`src/rtl/dacdec_pkg.sv`:
```
package dacdec_pkg;

  typedef enum logic [2:0] {
    ST_IDLE,
    ST_ADDR2,
    ST_DECODE,
    ST_CLAIM,
    ST_BUSY
  } decState_t;

  typedef struct packed {
    logic capFirst;
    logic capSecond;
  } dpStrobe_t;

endpackage

```
`src/rtl/dacdec_dpath.sv`:
```
module dacdec_dpath
  import dacdec_pkg::*;
#(
  parameter int ADDR_W = 64,
  parameter int CMD_W = 4,
  parameter logic [CMD_W-1:0] DAC_CMD = 4'b1101
) (
  input  logic                 clk,
  input  logic                 rst_n,
  input  dpStrobe_t            stb,
  input  logic [ADDR_W-1:0]    ad,
  input  logic [2*CMD_W-1:0]   cben,
  input  logic [ADDR_W-1:0]    barBase,
  input  logic [ADDR_W-1:0]    barMask,
  output logic [ADDR_W-1:0]    latAddr,
  output logic [CMD_W-1:0]     latCmd,
  output logic                 addrMatch
);

  localparam int HALF_W = ADDR_W / 2;

  logic [HALF_W-1:0] addrLo;
  logic [HALF_W-1:0] addrHi;
  logic [CMD_W-1:0]  cmdQ;
  logic              firstIsDac;
  logic [1:0]        halfMatch;

  assign firstIsDac = (cben[CMD_W-1:0] == DAC_CMD);

  always_ff @(posedge clk or negedge rst_n) begin
    if (!rst_n) begin
      addrLo <= '0;
      addrHi <= '0;
      cmdQ   <= '0;
    end else begin
      if (stb.capFirst) begin
        addrLo <= ad[HALF_W-1:0];
        addrHi <= '0;
        cmdQ   <= firstIsDac ? cben[2*CMD_W-1:CMD_W] : cben[CMD_W-1:0];
      end
      if (stb.capSecond) begin
        addrHi <= ad[ADDR_W-1:HALF_W];
      end
    end
  end

  // Masked compare, split per address half
  for (genvar h = 0; h < 2; h++) begin : g_half
    logic [HALF_W-1:0] addrHalf;
    assign addrHalf = (h == 0) ? addrLo : addrHi;
    assign halfMatch[h] =
      ((addrHalf ^ barBase[h*HALF_W +: HALF_W]) & barMask[h*HALF_W +: HALF_W]) == '0;
  end

  assign addrMatch = &halfMatch;
  assign latAddr   = {addrHi, addrLo};
  assign latCmd    = cmdQ;

  // single address cycle leaves the upper half zero
  assert_sac_upper_zero_R3: assert property (@(posedge clk) disable iff (!rst_n)
    (stb.capFirst && !firstIsDac) |=> (latAddr[ADDR_W-1:HALF_W] == '0));

  // the second phase never disturbs the lower half
  assert_second_keeps_low_R2: assert property (@(posedge clk) disable iff (!rst_n)
    stb.capSecond |=> $stable(latAddr[HALF_W-1:0]));

  // address and command change only on a capture strobe
  assert_hold_latched_R10: assert property (@(posedge clk) disable iff (!rst_n)
    (!stb.capFirst && !stb.capSecond) |=> ($stable(latAddr) && $stable(latCmd)));

endmodule

```
`src/rtl/dacdec_ctrl.sv`:
```
module dacdec_ctrl
  import dacdec_pkg::*;
#(
  parameter int CMD_W = 4,
  parameter int HIT_W = 2,
  parameter logic [CMD_W-1:0] DAC_CMD = 4'b1101
) (
  input  logic              clk,
  input  logic              rst_n,
  input  logic              framen,
  input  logic              req64n,
  input  logic [CMD_W-1:0]  cbenLow,
  input  logic              xferDone,
  input  logic              addrMatch,
  output dpStrobe_t         stb,
  output logic              devseln,
  output logic              ack64n,
  output logic [HIT_W-1:0]  barHit
);

  decState_t state;
  logic      req64Q;
  logic      devselQ;
  logic      ack64Q;
  logic      claimSet;
  logic      claimClr;

  assign stb.capFirst  = (state == ST_IDLE) && !framen;
  assign stb.capSecond = (state == ST_ADDR2);
  assign claimSet      = (state == ST_DECODE) && addrMatch;
  assign claimClr      = (state == ST_CLAIM) && framen && xferDone;

  always_ff @(posedge clk or negedge rst_n) begin
    if (!rst_n) begin
      state  <= ST_IDLE;
      req64Q <= 1'b0;
    end else begin
      case (state)
        ST_IDLE: begin
          if (!framen) begin
            req64Q <= !req64n;
            state  <= (cbenLow == DAC_CMD) ? ST_ADDR2 : ST_DECODE;
          end
        end
        ST_ADDR2:  state <= ST_DECODE;
        ST_DECODE: state <= addrMatch ? ST_CLAIM : ST_BUSY;
        ST_CLAIM:  if (framen && xferDone) state <= ST_IDLE;
        ST_BUSY:   if (framen) state <= ST_IDLE;
        default:   state <= ST_IDLE;
      endcase
    end
  end

  always_ff @(posedge clk or negedge rst_n) begin
    if (!rst_n) begin
      devselQ <= 1'b0;
      ack64Q  <= 1'b0;
    end else if (claimSet) begin
      devselQ <= 1'b1;
      ack64Q  <= req64Q;
    end else if (claimClr) begin
      devselQ <= 1'b0;
      ack64Q  <= 1'b0;
    end
  end

  for (genvar g = 0; g < HIT_W; g++) begin : g_hit
    always_ff @(posedge clk or negedge rst_n) begin
      if (!rst_n)        barHit[g] <= 1'b0;
      else if (claimSet) barHit[g] <= 1'b1;
      else if (claimClr) barHit[g] <= 1'b0;
    end
  end

  assign devseln = !devselQ;
  assign ack64n  = !ack64Q;

  // no claim while an address phase is still being decoded
  assert_slow_decode_R5: assert property (@(posedge clk) disable iff (!rst_n)
    (state == ST_ADDR2 || state == ST_DECODE) |-> devseln);

  // 64-bit acknowledge only together with device select
  assert_ack_with_sel_R6: assert property (@(posedge clk) disable iff (!rst_n)
    !ack64n |-> !devseln);

  // hit bits move together and track the claim
  assert_hit_pair_R7: assert property (@(posedge clk) disable iff (!rst_n)
    ($countones(barHit) == 0 || $countones(barHit) == HIT_W) &&
    ((barHit != '0) == !devseln));

  // claim survives while the frame is still low
  assert_hold_claim_R8: assert property (@(posedge clk) disable iff (!rst_n)
    (!devseln && !framen) |=> !devseln);

  // release after the end condition
  assert_release_R8: assert property (@(posedge clk) disable iff (!rst_n)
    (!devseln && framen && xferDone) |=> (devseln && ack64n && barHit == '0));

  // a miss never asserts anything
  assert_miss_quiet_R9: assert property (@(posedge clk) disable iff (!rst_n)
    (state == ST_DECODE && !addrMatch) |=> (devseln && ack64n));

endmodule

```
`src/rtl/dac_target_decode.sv`:
```
module dac_target_decode
  import dacdec_pkg::*;
#(
  parameter int ADDR_W = 64,
  parameter int CMD_W = 4,
  parameter int HIT_W = 2,
  parameter logic [CMD_W-1:0] DAC_CMD = 4'b1101
) (
  input  logic                clk,
  input  logic                rst_n,
  input  logic                framen,
  input  logic                req64n,
  input  logic [ADDR_W-1:0]   ad,
  input  logic [2*CMD_W-1:0]  cben,
  input  logic [ADDR_W-1:0]   barBase,
  input  logic [ADDR_W-1:0]   barMask,
  input  logic                xferDone,
  output logic                devseln,
  output logic                ack64n,
  output logic [HIT_W-1:0]    barHit,
  output logic [ADDR_W-1:0]   latAddr,
  output logic [CMD_W-1:0]    latCmd
);

  dpStrobe_t stb;
  logic      addrMatch;

  dacdec_ctrl #(
    .CMD_W(CMD_W), .HIT_W(HIT_W), .DAC_CMD(DAC_CMD)
  ) u_ctrl (
    .clk(clk), .rst_n(rst_n), .framen(framen), .req64n(req64n),
    .cbenLow(cben[CMD_W-1:0]), .xferDone(xferDone), .addrMatch(addrMatch),
    .stb(stb), .devseln(devseln), .ack64n(ack64n), .barHit(barHit)
  );

  dacdec_dpath #(
    .ADDR_W(ADDR_W), .CMD_W(CMD_W), .DAC_CMD(DAC_CMD)
  ) u_dpath (
    .clk(clk), .rst_n(rst_n), .stb(stb), .ad(ad), .cben(cben),
    .barBase(barBase), .barMask(barMask),
    .latAddr(latAddr), .latCmd(latCmd), .addrMatch(addrMatch)
  );

endmodule

```
`config.mk`:
```
export PLATFORM = sky130hd
export DESIGN_NAME = dac_target_decode
export DESIGN_NICKNAME = d
export VERILOG_FILES = /design/src/rtl/dacdec_pkg.sv /design/src/rtl/dacdec_dpath.sv /design/src/rtl/dacdec_ctrl.sv /design/src/rtl/dac_target_decode.sv
export SDC_FILE = /design/constraint.sdc
export NUM_CORES = 1
export LEC_CHECK = 0
export ABC_AREA = 1
export BUFFER_PORTS_ARGS = -buffer_cell sky130_fd_sc_hd__buf_4
export CORE_AREA = 2 2 109 111
export CTS_CLUSTER_DIAMETER = 40
export DETAILED_ROUTE_END_ITERATION = 6
export DIE_AREA = 0 0 111 113
export GPL_TIMING_DRIVEN = 1
export PLACE_DENSITY = 0.72
export SYNTH_ARGS = -nofsm -noshare
export SYNTH_HDL_FRONTEND = slang
export SYNTH_SLANG_ARGS = --single-unit
```
`constraint.sdc`:
```
create_clock -name clk -period 1.5 [get_ports clk]
set_input_delay 0.3 -clock clk [delete_from_list [all_inputs] [get_ports clk]]
set_output_delay 0.3 -clock clk [all_outputs]
set_load 0.01 [all_outputs]
```
==> flow_metrics.tcl <==
set metrics [dict create \
    status "finished, violations left" \
    violations "setup timing" \
    clkPwrFrac 0.215 \
    grt_pass1_wl_mm 23.12 \
    post-route-util 0.6391 \
    wl_mm 14.71 \
    num_io_pins 277 \
    vias_per_cell 4.474 \
    insertedDiodeCount 0 \
    die_x_um 111 \
    placedCellCount 1096 \
    drv_slew 0 \
    synthTopCellsByArea "dfrtp_1, nand2_1, nor2_1" \
    synth_top_area_share 0.4384 \
    fp.dieArea_mm2 0.01254 \
    cts_num_sinks 74 \
    nets 1181 \
    place_ws_ns -0.09058 \
    syn_area_per_cell_um2 6.479 \
    cts_tree "done" \
    crit_path_end_kind "register" \
    yosysSeqAreaShare 0.4384 \
    p_sw_w 0.003438 \
    power.total_w 0.009464 \
    skew_ns 0.007845 \
    clock_path_buffers 2 \
    leakagePower_nw 4.089 \
    busiest_layer "met2" \
    port_buffers 276 \
    htreeDepth 3 \
    numCtsBuffers 9 \
    maxSlewHeadroom 0.7370 \
    fp.coreArea_mm2 0.01127 \
    synth-seq-cells 74 \
    met2_usage 0.4074 \
    drc 0 \
    met1_usage 0.2687 \
    min_period_over_period 1.004 \
    postRouteAntennaNets 0 \
    clock_latency_ns 0.33 \
    layout_commonest_cell "buf_4" \
    r2r_start "u_dpath.addrLo[26]" \
    mostFrequentLayoutCells "buf_4, nand2_1, nor2_1" \
    netlist_area_mm2 0.004224 \
    critical_path.max_fanout 4 \
    path_clk_slew_ns 0.06 \
    p_sw_frac 0.3632 \
    rsz0062_at_grt "yes" \
    fmax_ghz 0.6639 \
    yosysWarningCount 0 \
    grt_overflow 0 \
    min_path_cells 2 \
    finalHoldViolCount 0 \
    power.density_mw_per_mm2 1314 \
    reg2reg_to "u_ctrl.state[1]" \
    reg2reg_depth 10 \
    vias 5029 \
    drv_cap 0 \
    min_to "u_ctrl.req64Q" \
    gp_congestion 0.8868 \
    clock-root-buffer "clkbuf_16" \
    worstSetupPathType "reg2reg" \
    yosys.area.top_type "dfrtp_1" \
    setup_violations 3 \
    fin_cells 1124 \
    drive_gt1_frac 0.3833 \
    area_growth_pct 70.56 \
    setup_tns_ns -0.01351 \
    syn_nets 857 \
    startpoint_type "register" \
    rows 39 \
    grt_usage 0.2310 \
    combPwrFrac 0.450 \
    worstHoldStart "req64n" \
    fin_crit_ns 1.506 \
    p_int_w 0.006026 \
    drtIter0Drc 201 \
    first_pass_iters 4 \
    wl_per_cell_um 13.09 \
    syn_inst 652 \
    power.share.sequential 0.335 \
    worst_pin_slew_ns 0.3945 \
    r2r_slack_ns -0.006 \
    grt_util_met3 0.06963 \
    setup_slack_ns -0.006223 \
    worst_ep_required_time_ns 1.76 \
    ir_drop_v 0.0007960 \
    cp.arrival_ns 1.77 \
    start_util 0.3747 \
    yosysUniqueCellTypes 23 \
    antenna_found_initial 0 \
    grt_max_degree 28 \
    grt_pass1_vias 4786 \
    dp_hpwl_mm 11.92 \
    hp-class "in2reg" \
    die_h_um 113 \
]
## synthesized netlist by cell type, drive strengths merged
| cell type | instances |
|---|---|
| nor3 | 4 |
| nand2 | 296 |
| o41ai | 1 |
| inv | 61 |
| or2 | 4 |
| o21ai | 26 |
| nand3 | 50 |
| o211ai | 1 |
| a2bb2oi | 1 |
| buf | 14 |
| dfrtp | 74 |
| o31ai | 2 |
| clkbuf | 3 |
| nor2 | 110 |
| nand4 | 5 |
## power groups by stage
stage	combinational, W	clock, W	sequential (W)
6_report	0.00425	0.00204	0.00317
3_3_place_gp	0.00407	0	0.00317
3_5_place_dp	0.00413	0	0.00318
2_1_floorplan	0.00156	0	0.00342
5_1_grt	0.00473	0.00219	0.00326
4_1_cts	0.00419	0.00210	0.00316
## state kept, by name, indices dropped and copies added (netlist names)
signal	cells
u_dpath.addrHi	32
u_dpath.latCmd	4
u_ctrl.ack64Q	1
u_dpath.addrLo	32
u_ctrl.state	3
u_ctrl.devselQ	1
u_ctrl.req64Q	1
## cell families after synthesis
| logic type | Yosys count | synth area share |
|---|---|---|
| simple gates | 469 | 0.4461 |
| buf+inv | 78 | 0.07524 |
| compound gates | 31 | 0.04029 |
| flops | 74 | 0.4384 |
## per-stage QoR
step / hold WS (ns) / area, µm²
final: 0.1507 / 7204
after global routing: 0.1475 / 7204
after CTS: 0.1382 / 7096
after detailed placement: 0.2526 / 6739
after global placement: 0.2544 / 6739
after floorplan: 0.004409 / 4224
## layout make-up
type	count	area (µm²)
Sequential cell	74	1852
Tap cell	143	178.9
Inverter	61	234.0
Timing Repair Buffer	330	2521
Fill cell	1067	4068
Clock buffer	14	274.0
Multi-Input combinational cell	500	2135
Clock inverter	2	10.01
## worst max-delay path by stage
stage | slack [ns] | from | cells after the start | endpoint
final | -0.006 | u_dpath.addrLo[26] | 10 | u_ctrl.state[1]
after global routing | -0.15 | u_dpath.addrLo[31] | 11 | u_ctrl.state[1]
after CTS | -0.02 | u_dpath.addrHi[28] | 12 | u_ctrl.state[1]
after detailed placement | -0.09 | barBase[26] | 10 | u_ctrl.ack64Q
after global placement | -0.07 | barBase[26] | 10 | u_ctrl.ack64Q
after floorplan | 0.15 | u_dpath.addrLo[26] | 9 | u_ctrl.ack64Q
## worst max-delay path, cell delays in order, from the launching register on
cell and delay, ns:
dfrtp_1 0.37, or2_0 0.20, nand3_1 0.07, nand4_1 0.12, nor2_1 0.14, nand2_2 0.10
nor2_4 0.16, nand3_4 0.11, nand2_2 0.08, nand2_1 0.04, nand2_1 0.04
## what timing repair did
item                       4_1_cts  5_1_grt
buffers inserted                 7        4
hold buffers                     1        0
setup endpoints to repair       10       65
resized for setup                3       24
hold endpoints to repair        25        0
pin swaps                       10        8
## metal layers
metal  vias to the layer above  part of all wire
met3                        24             0.090
met2                       202              0.49
met5                         -                 0
li1                       2649                 -
met4                         0             0.023
met1                      2154              0.40
Note: power is estimated with default switching activity, not from simulation.
